`config.mk`:
```
export PLATFORM = sky130hd
export DESIGN_NAME = msgirq_ctrl
export DESIGN_NICKNAME = d
export VERILOG_FILES = /design/src/rtl/msgirq_pkg.sv /design/src/rtl/msgirq_decode.sv /design/src/rtl/msgirq_access.sv /design/src/rtl/msgirq_bank.sv /design/src/rtl/msgirq_ctrl.sv
export SDC_FILE = /design/constraint.sdc
export NUM_CORES = 1
export LEC_CHECK = 0
export BUFFER_PORTS_ARGS = -buffer_cell sky130_fd_sc_hd__buf_4
export CAP_MARGIN = 20
export CORE_MARGIN = 1.5
export CORE_UTILIZATION = 64
export CTS_CLUSTER_DIAMETER = 100
export DETAILED_ROUTE_END_ITERATION = 16
export PLACE_DENSITY = 0.83
export SYNTH_ARGS = -nofsm -noshare
export SYNTH_HDL_FRONTEND = slang
export SYNTH_HIERARCHICAL = 1
export SYNTH_SLANG_ARGS = --single-unit
```
`constraint.sdc`:
```
create_clock -name clk -period 6.6 [get_ports clk]
set_input_delay 1.32 -clock clk [delete_from_list [all_inputs] [get_ports clk]]
set_output_delay 1.32 -clock clk [all_outputs]
set_load 0.03 [all_outputs]
```
`src/rtl/msgirq_pkg.sv`:
```
package msgirq_pkg;
    typedef enum logic [1:0] {
        ACC_NONE     = 2'd0,
        ACC_STATUS   = 2'd1,
        ACC_MASK     = 2'd2,
        ACC_UNMAPPED = 2'd3
    } acc_kind_e;
endpackage

```
`src/rtl/msgirq_decode.sv`:
```
module msgirq_decode #(
    parameter logic [31:0] TARGET_HI    = 32'h0000_0000,
    parameter logic [31:0] TARGET_LO    = 32'hE000_07F8,
    parameter int          DATA_W       = 32,
    parameter int          NUM_REGS     = 8,
    parameter int          BITS_PER_REG = 32,
    localparam int         BIT_W        = $clog2(BITS_PER_REG),
    localparam int         IDX_W        = $clog2(NUM_REGS),
    localparam int         VEC_W        = BIT_W + IDX_W
) (
    input  logic              valid_i,
    input  logic [31:0]       addr_hi_i,
    input  logic [31:0]       addr_lo_i,
    input  logic [DATA_W-1:0] data_i,
    output logic              hit_o,
    output logic [IDX_W-1:0]  reg_idx_o,
    output logic [BIT_W-1:0]  bit_idx_o
);
    logic addr_ok;
    logic spare_clear;

    always_comb begin
        addr_ok     = (addr_hi_i == TARGET_HI) && (addr_lo_i == TARGET_LO);
        spare_clear = (data_i >> VEC_W) == '0;
        hit_o       = valid_i && addr_ok && spare_clear;
        reg_idx_o   = data_i[VEC_W-1:BIT_W];
        bit_idx_o   = data_i[BIT_W-1:0];
    end
endmodule

```
`src/rtl/msgirq_access.sv`:
```
module msgirq_access
    import msgirq_pkg::*;
#(
    parameter int  ADDR_W   = 8,
    parameter int  NUM_REGS = 8,
    localparam int IDX_W    = $clog2(NUM_REGS),
    localparam int WORD_W   = ADDR_W - 2
) (
    input  logic              valid_i,
    input  logic              write_i,
    input  logic [ADDR_W-1:0] addr_i,
    output acc_kind_e         kind_o,
    output logic [IDX_W-1:0]  idx_o,
    output logic              rd_en_o,
    output logic              wr_en_o
);
    logic [WORD_W-1:0] word;

    always_comb begin
        word    = addr_i[ADDR_W-1:2];
        idx_o   = word[IDX_W-1:0];
        rd_en_o = valid_i && !write_i;
        wr_en_o = valid_i && write_i;
        if (!valid_i)
            kind_o = ACC_NONE;
        else if (addr_i[1:0] != 2'b00)
            kind_o = ACC_UNMAPPED;
        else if (word < WORD_W'(NUM_REGS))
            kind_o = ACC_STATUS;
        else if (word == WORD_W'(NUM_REGS))
            kind_o = ACC_MASK;
        else
            kind_o = ACC_UNMAPPED;
    end
endmodule

```
`src/rtl/msgirq_bank.sv`:
```
module msgirq_bank #(
    parameter int WIDTH = 32
) (
    input  logic             clk,
    input  logic             rst_n,
    input  logic [WIDTH-1:0] set_i,
    input  logic             clr_i,
    output logic [WIDTH-1:0] status_o
);
    logic [WIDTH-1:0] status_d, status_q;

    always_comb begin
        status_d = status_q;
        if (clr_i)
            status_d = '0;
        status_d = status_d | set_i;
    end

    always_ff @(posedge clk) begin
        if (!rst_n)
            status_q <= '0;
        else
            status_q <= status_d;
    end

    assign status_o = status_q;

    p_set_lands_r2: assert property (@(posedge clk) disable iff (!rst_n)
        (set_i != '0) |=> ((status_q & $past(set_i)) == $past(set_i)));

    p_idle_holds_r3: assert property (@(posedge clk) disable iff (!rst_n)
        (!clr_i && set_i == '0) |=> $stable(status_q));

    p_read_empties_r4: assert property (@(posedge clk) disable iff (!rst_n)
        (clr_i && set_i == '0) |=> (status_q == '0));

    p_set_survives_r8: assert property (@(posedge clk) disable iff (!rst_n)
        (clr_i && set_i != '0) |=> (status_q == $past(set_i)));
endmodule

```
`src/rtl/msgirq_ctrl.sv`:
```
module msgirq_ctrl
    import msgirq_pkg::*;
#(
    parameter logic [31:0] TARGET_HI    = 32'h0000_0000,
    parameter logic [31:0] TARGET_LO    = 32'hE000_07F8,
    parameter int          DATA_W       = 32,
    parameter int          NUM_REGS     = 8,
    parameter int          BITS_PER_REG = 32,
    parameter int          ADDR_W       = 8,
    localparam int         BIT_W        = $clog2(BITS_PER_REG),
    localparam int         IDX_W        = $clog2(NUM_REGS)
) (
    input  logic                    clk,
    input  logic                    rst_n,
    input  logic                    msg_valid,
    input  logic [31:0]             msg_addr_hi,
    input  logic [31:0]             msg_addr_lo,
    input  logic [DATA_W-1:0]       msg_data,
    input  logic                    reg_valid,
    input  logic                    reg_write,
    input  logic [ADDR_W-1:0]       reg_addr,
    input  logic [NUM_REGS-1:0]     reg_wdata,
    output logic [BITS_PER_REG-1:0] reg_rdata,
    output logic [NUM_REGS-1:0]     irq_o
);
    typedef struct packed {
        logic [NUM_REGS-1:0]     mask;
        logic [BITS_PER_REG-1:0] rdata;
    } state_t;

    state_t st_d, st_q;

    logic             msg_hit;
    logic [IDX_W-1:0] msg_reg;
    logic [BIT_W-1:0] msg_bit;
    acc_kind_e        acc_kind;
    logic [IDX_W-1:0] acc_idx;
    logic             rd_en, wr_en;

    logic [NUM_REGS-1:0][BITS_PER_REG-1:0] status_bus;
    logic [NUM_REGS-1:0][BITS_PER_REG-1:0] set_vec;
    logic [NUM_REGS-1:0]                   clr_vec;

    msgirq_decode #(
        .TARGET_HI(TARGET_HI), .TARGET_LO(TARGET_LO), .DATA_W(DATA_W),
        .NUM_REGS(NUM_REGS), .BITS_PER_REG(BITS_PER_REG)
    ) u_decode (
        .valid_i(msg_valid), .addr_hi_i(msg_addr_hi), .addr_lo_i(msg_addr_lo),
        .data_i(msg_data), .hit_o(msg_hit), .reg_idx_o(msg_reg), .bit_idx_o(msg_bit)
    );

    msgirq_access #(
        .ADDR_W(ADDR_W), .NUM_REGS(NUM_REGS)
    ) u_access (
        .valid_i(reg_valid), .write_i(reg_write), .addr_i(reg_addr),
        .kind_o(acc_kind), .idx_o(acc_idx), .rd_en_o(rd_en), .wr_en_o(wr_en)
    );

    for (genvar g = 0; g < NUM_REGS; g++) begin : g_reg
        always_comb begin
            set_vec[g] = (msg_hit && msg_reg == IDX_W'(g))
                       ? (BITS_PER_REG'(1) << msg_bit) : '0;
            clr_vec[g] = rd_en && acc_kind == ACC_STATUS && acc_idx == IDX_W'(g);
            irq_o[g]   = (|status_bus[g]) && !st_q.mask[g];
        end

        msgirq_bank #(.WIDTH(BITS_PER_REG)) u_bank (
            .clk(clk), .rst_n(rst_n), .set_i(set_vec[g]),
            .clr_i(clr_vec[g]), .status_o(status_bus[g])
        );

        p_read_quiets_line_r4: assert property (@(posedge clk) disable iff (!rst_n)
            (clr_vec[g] && set_vec[g] == '0) |=> !irq_o[g]);
    end

    always_comb begin
        st_d = st_q;
        if (rd_en) begin
            case (acc_kind)
                ACC_STATUS: st_d.rdata = status_bus[acc_idx];
                ACC_MASK: begin
                    st_d.rdata                = '0;
                    st_d.rdata[NUM_REGS-1:0]  = st_q.mask;
                end
                default:    st_d.rdata = '0;
            endcase
        end
        if (wr_en && acc_kind == ACC_MASK)
            st_d.mask = reg_wdata;
    end

    always_ff @(posedge clk) begin
        if (!rst_n)
            st_q <= '0;
        else
            st_q <= st_d;
    end

    assign reg_rdata = st_q.rdata;

    p_mask_load_r5: assert property (@(posedge clk) disable iff (!rst_n)
        (reg_valid && reg_write && reg_addr == ADDR_W'(4 * NUM_REGS))
        |=> (st_q.mask == $past(reg_wdata)));

    p_unmapped_zero_r10: assert property (@(posedge clk) disable iff (!rst_n)
        (reg_valid && !reg_write && reg_addr[1:0] != 2'b00) |=> (reg_rdata == '0));
endmodule

```
==> impl_results.md, run 1 <==
* CTS HTree Levels at 1
* Flops & latches, synth at between 200 and 300
* Clock latency on the worst-skew pair at 0.56 ns
* Main synth FF type: dfxtp_1
* Post-synthesis cell area at 0.0148 mm2
* Vias at approximately 13000
* Clock root buffer master: clkbuf_16
* Core Util, Final at 0.732
* Uppermost layer routed: met5
* Post-placement cell count at roughly 1900
* Ys Warns at 6
* Top cells by count, synth: 296 x dfxtp_1, 265 x nor2_1, 256 x o21a_1
* Metal2 WL at ~20000 um
* Pre-CTS setup slack at approximately 1.8 ns
* Sequential power share at 0.489
* Pint at 2.84 mW
* Routability cong. at slightly above 0.9
* Diode count at 0
* CP Class: input port to register
* Crit path required time at around 7 ns
* Synth Area in Compound Gates at 0.156
* Postcts setup bufs at 0
* Vias per cell at 6.43
* Post-synthesis cell count at ~1600
* Critical Path Source Type: input port
* Post-synth top area cell: dfxtp_1
* XOR/XNOR share of the synthesized area at 0
* Max frequency at 233 MHz
* Layout fillers at 1614
* Post-synth net total at approximately 1700
* Die extent in x at 155 um
* Final hold vios at 0
* Initial antenna violation count at 1
* Comb power frac at 0.051
* NumNets Final at about 1800
* Drt total wl at around 44000 um
* Global Route Usage Sum at 0.368
* CTS buffer count at 30
* Post-synth top area share at 0.400
* Slew HR at 0.275
* FP Rows at 55
* Max Cap Viol at 0
* Synth cell types at 38
* Sw power at a little over 0.8 mW
* Static leakage at around 6.6 nW
* Setup-failing EPs final at 0
* Metal3 WL at around 4100 um
* Main combinational cell family by area after synthesis: simple AND/OR/NAND/NOR gates
* CORE AREA at roughly 0.023 mm2
* Die Span Y at 155 um
* VDD IR max at roughly 160 uV
* Dominant cells by area after synthesis: dfxtp_1 40%, o21a_1 13%, nor2b_1 11%
* DR iter-0 viols at ~1700
* Worst-path fanout max at 70
* Non-filler cells in the finished layout at about 2000
* IO buf count at about 160
* Met1 wire length at approximately 19000 um
* Cts hold-fix bufs at 0
* Worst Hold Class: register to register
* Clk sink count at just under 300
* Clk buf depth at 3
* Final ANT Viol Nets at 0
* Worst Path Arrival at ~4.7 ns
* GRT overflow at 0
* Final HPWL DP at approximately 30000 um
* I/O pin count at 157
* CTS tree: yes
* Finished Cell Area at between 0.015 and 0.02 mm2
* Pins Over Slew Limit at 0
* Routed len/inst at ~22 um
* Residual DRC count at 0
* Area Overhead vs Synth at 12.2%
* Min cycle time layout at 4.29 ns
* Die area at ~0.024 mm2
* Initial Util at 0.652
* DP Area at 0.0156 mm2
* Setup TNS at 0 ns
* Min setup slack post-route at around 2.3 ns
* Setup Skew at between 0.015 and 0.02 ns
* Crit. End Element: register
* Switching Fraction at 0.223
* Synth Area in Adders at 0.00169
* Clk network pwr share at 0.460
* Most common cell in the synthesized netlist: dfxtp_1
* Post-synthesis simple-gate area fraction at 0.281
* Number of global-route vias before repair at about 12000
* Reg clk slew, reported paths at around 0.060 ns
* First-pass GRT wire length at a little under 70000 um
* Slew @ Worst Pin at ~1.1 ns
* Outcome: complete, no violations
* Post-synthesis mux area share at 0.0973
* Pin count of the biggest net entering global routing at 170
* Pwr Density at approximately 220 mW/mm2
* Register area share after synthesis at 0.400
* Period utilization at 0.649
* RSZ-0062 raised after global routing: false
* Ys async rst share at 0
* Post-CTS Resized at 0
* Syn avg cell area at just over 9 um2
* Post-synth EDFFs at 0
* Share of cells above drive strength 1 at 0.181
* TritonRoute pass-1 iters at 5
-- final timing paths --
path	startpoint	to	slack, ns	cells past startpoint
worst max register to register	g_reg[7].u_bank/status_o[13]	reg_rdata[13]	5.30	3
worst min register to register	reg_rdata[15]	reg_rdata[15]	0.48	2
worst max-delay path	reg_addr[3]	g_reg[7].u_bank/status_o[18]	2.31	11
worst min-delay path	reg_rdata[15]	reg_rdata[15]	0.48	2
-- flip-flops by register name, summed over array words and instances (netlist names) --
signal and count:
g.u_bank/status_o 256, st_q 8, reg_rdata 32
-- power by group through the flow --
stage / sequential, mW / combinational [mW] / clock, mW
2_1_floorplan: 1.83 / 0.107 / 0
3_3_place_gp: 1.83 / 0.179 / 0
3_5_place_dp: 1.83 / 0.181 / 0
4_1_cts: 1.79 / 0.181 / 1.68
5_1_grt: 1.79 / 0.195 / 1.75
6_report: 1.79 / 0.185 / 1.69
-- cells in the final DEF (no fill, tap or decap), drive strengths merged, types with 2 or more instances in the layout --
master / netlist / layout
a21boi: 11 / 11
a21oi: 8 / 8
a22oi: 8 / 8
a32oi: 23 / 23
and2: 3 / 3
and2b: 16 / 16
and3b: 4 / 4
and4: 16 / 16
buf: 92 / 178
clkbuf: 64 / 50
clkinv: 0 / 2
dfxtp: 296 / 296
ha: 2 / 2
inv: 3 / 3
mux4: 64 / 64
nand2: 71 / 71
nand2b: 2 / 2
nand3: 61 / 61
nand4: 6 / 6
nor2: 265 / 265
nor2b: 249 / 249
nor3: 6 / 6
nor3b: 3 / 3
nor4: 79 / 79
nor4b: 3 / 3
nor4bb: 4 / 4
o21a: 256 / 256
-- through the flow --
step | power (mW) | hold WS, ns
2_1_floorplan | 1.93 | 0.435
3_3_place_gp | 2.01 | 0.449
3_5_place_dp | 2.01 | 0.463
4_1_cts | 3.65 | 0.477
5_1_grt | 3.74 | 0.502
6_report | 3.66 | 0.477
-- per-layer routing --
metal  vias up  global-route usage
met3       110              0.0593
met5         -                   0
li1       5716                   -
met1      6196               0.517
met2       692               0.583
met4         2               0.122
-- kinds of logic (layout without fill, tap and decap cells) --
kind of cell | count (synthesis) | count (layout)
and+or+nand+nor | 791 | 791
AOI/OAI and AO/OA | 307 | 307
DFF | 296 | 296
buffers and inverters | 159 | 234
muxes | 64 | 64
adders and majority gates | 2 | 2
-- layout make-up --
type	instances	area [um2]	share of cell area
clock buffer	50	957	0.0576
clock inverter	3	17.5	0.00105
inverter	3	11.3	0.000677
multi-input combinational	1164	7980	0.480
sequential	296	5930	0.356
tap	285	357	0.0215
timing repair buffer	178	1370	0.0826
-- critical path, cell delays in order --
cell and delay (ns):
buf_4 0.73, nor4b_1 0.12, a21boi_1 0.23, ha_1 0.18
and2_1 0.12, buf_4 0.36, nand2_1 0.22, nor2_2 0.86
buf_4 0.33, nor2b_1 0.07, o21a_1 0.17
No activity file was read; power rests on OpenSTA's default activity.
==> run 2: changes to the inputs <==
--- a/config.mk
+++ b/config.mk
@@ -8,10 +8,10 @@
 export BUFFER_PORTS_ARGS = -buffer_cell sky130_fd_sc_hd__buf_4
 export CAP_MARGIN = 20
 export CORE_MARGIN = 1.5
-export CORE_UTILIZATION = 64
+export CORE_UTILIZATION = 54
 export CTS_CLUSTER_DIAMETER = 100
 export DETAILED_ROUTE_END_ITERATION = 16
-export PLACE_DENSITY = 0.83
+export PLACE_DENSITY = 0.74
 export SYNTH_ARGS = -nofsm -noshare
 export SYNTH_HDL_FRONTEND = slang
 export SYNTH_HIERARCHICAL = 1
==> constraint.sdc (replaced) <==
create_clock -name clk -period 3.9 [get_ports clk]
set_input_delay 0.78 -clock clk [delete_from_list [all_inputs] [get_ports clk]]
set_output_delay 0.78 -clock clk [all_outputs]
set_load 0.03 [all_outputs]
==> run 2 against run 1 <==
Net effect: die area rose by 18%; combinational power is 71% higher; via count shrank 1.8%; critical path type unchanged; critical endpoint is now g_reg[5].u_bank/status_o[21]; utilization shrank 11 points; flip-flop and latch count unchanged; non-clock buffer count rose by 6; count of clock-buffer cells in the layout is the same; setup slack lost 1.3 ns; final cell count is 3.3% higher; routed wire length up 1.3%; critical path depth is 1 lower; total power increased by 74%.
==> impl_results.md, run 2 (synthesis gave the netlist of run 1 again) <==
* Vias at 12500 (-1.8%)
* Final HPWL DP at 30600 um (+2.1%)
* Final hold vios at 0 (unchanged)
* Final ANT Viol Nets at 0 (unchanged)
* Pwr Density at 379 mW/mm2 (+72%)
* Reg clk slew, reported paths at 0.06 ns (about the same)
* Commonest non-fill, non-tap cell in the layout: dfxtp_1
* Die Span Y at 169 um (+8.7%)
* Diode count at 0 (unchanged)
* NumNets Final at 1799 (+0.39%)
* CTS HTree Levels at 1 (unchanged)
* Die area at 0.0284 mm2 (+18%)
* Most frequent cells in the layout: 296 x dfxtp_1, 259 x nor2_1, 256 x o21a_1
* Slew @ Worst Pin at 0.713 ns (-0.374 ns)
* Met1 wire length at 19000 um (+2.7%)
* Area of the multi-input gates at 0.00797 mm2 (-0.13%)
* Min setup slack post-route at 0.989 ns (-1.32 ns)
* Hold slack at 0.476 ns (-0.00122 ns)
* Critical Path Source Type: input port
* CTS tree: yes
* Metal3 WL at 3500 um (-15%)
* Crit path required time at 4.40 ns (-2.66 ns)
* Residual DRC count at 0 (unchanged)
* Vias per cell at 6.11 (-5.0%)
* CORE AREA at 0.0270 mm2 (+19%)
* Layout fillers at 2251 (+39%)
* VDD IR max at 561 uV (+240%)
* Setup Skew at 0.00630 ns (-0.0105 ns)
* Worst-path fanout max at 32 (-54%)
* Max frequency at 343 MHz
* Metal2 WL at 20800 um (+2.0%)
* Clk buf depth at 3 (unchanged)
* Uppermost layer routed: met4
* Routed len/inst at 22.0 um (-2.0%)
* Worst Path Arrival at 3.41 ns (-1.33 ns)
* I/O pin count at 157 (unchanged)
* Clock root buffer master: clkbuf_16
* Drt total wl at 45100 um (+1.3%)
* Pin count of the biggest net entering global routing at 126 (-26%)
* Post-CTS Resized at 0 (unchanged)
* Global Route Usage Sum at 0.316 (-0.0519)
* DR iter-0 viols at 1336 (-19%)
* GRT overflow at 0 (unchanged)
* Post-placement cell count at 1988 (+3.2%)
* Max Cap Viol at 0 (unchanged)
* Crit. End Element: register
* Worst Hold Class: register to register
* Initial antenna violation count at 0 (-1)
* Register Area at 0.00593 mm2 (unchanged)
* Initial Util at 0.550 (-0.103)
* Postcts setup bufs at 0 (unchanged)
* Clock latency on the worst-skew pair at 0.56 ns (about the same)
* Setup-failing EPs final at 0 (unchanged)
* Cts hold-fix bufs at 0 (unchanged)
* Number of global-route vias before repair at 12200 (+0.30%)
* First-pass GRT wire length at 70100 um (+0.82%)
* Largest register FFs at 256 (unchanged)
* Setup TNS at 0 ns (unchanged)
* Finished Cell Area at 0.0168 mm2 (+1.3%)
* Routability cong. at 0.895 (-3.8%)
* TritonRoute pass-1 iters at 5 (unchanged)
* Static leakage at 6.64 nW (+1.1%)
* Pre-CTS setup slack at 0.572 ns (-1.27 ns)
* Clk sink count at 296 (unchanged)
* Die extent in x at 169 um (+8.7%)
* Core Util, Final at 0.625 (-0.107)
* Area Overhead vs Synth at 13.6%
* FP Rows at 60 (+9.1%)
* Share of cells above drive strength 1 at 0.185 (+0.00422)
* Slew HR at 0.524 (+0.249)
* CTS buffer count at 31 (+3.3%)
* Final Power at 6.38 mW (+74%)
* Pins Over Slew Limit at 0 (unchanged)
* Non-filler cells in the finished layout at 2045 (+3.3%)
* DP Area at 0.0158 mm2 (+0.86%)
* IO buf count at 156 (unchanged)
* Outcome: complete, no violations
* RSZ-0062 raised after global routing: false
* Min cycle time layout at roughly 2.9 ns
* Period utilization at 0.747
* CP Class: input port to register
-- run 2: cell types whose count changed in the layout (fill, tap and decap cells not counted), moves of 2 or more --
cell,before,now
nand3_2,2,0
buf_12,1,5
clkinv_2,2,5
nand3_1,59,61
buf_4,175,178
bufinv_16,0,2
-- run 2: area by class of cell --
cell class	instances	share of cell area
well taps	341	0.0253
clock inverters	7	0.00505
clock buffers	50	0.0575
flip-flops and latches	296	0.352
inverters	3	0.000669
multi-input cells	1164	0.474
repair buffers	184	0.0860
-- run 2: power breakdown --
part | internal (mW) | switching, mW
registers | 3.02 | 0.00269
clock network | 1.81 | 1.22
logic | 0.134 | 0.182
total | 4.97 | 1.41
-- run 2: path summary, 6_finish.rpt --
check | cells past startpoint | endpoint | from | slack [ns]
max | 10 | g_reg[5].u_bank/status_o[21] | msg_addr_hi[7] | 0.99
min | 2 | reg_rdata[15] | reg_rdata[15] | 0.48
max reg2reg | 3 | reg_rdata[8] | g_reg[6].u_bank/status_o[8] | 2.62
min reg2reg | 2 | reg_rdata[15] | reg_rdata[15] | 0.48
-- run 2: critical path, stage by stage --
cell     delay (ns)
buf_4          0.11
nor4_1         0.43
nand4_1        0.12
or4_1          0.55
nor3_2         0.34
nor2b_1        0.34
nand3_1        0.11
buf_4          0.27
nor2_1         0.18
o21a_1         0.15
-- run 2: per-layer routing --
| metal | GRT usage | vias to the layer above |
|---|---|---|
| li1 | - | 5730 |
| met2 | 0.506 | 536 |
| met5 | 0 | - |
| met4 | 0.120 | 0 |
| met3 | 0.0592 | 106 |
| met1 | 0.427 | 6117 |
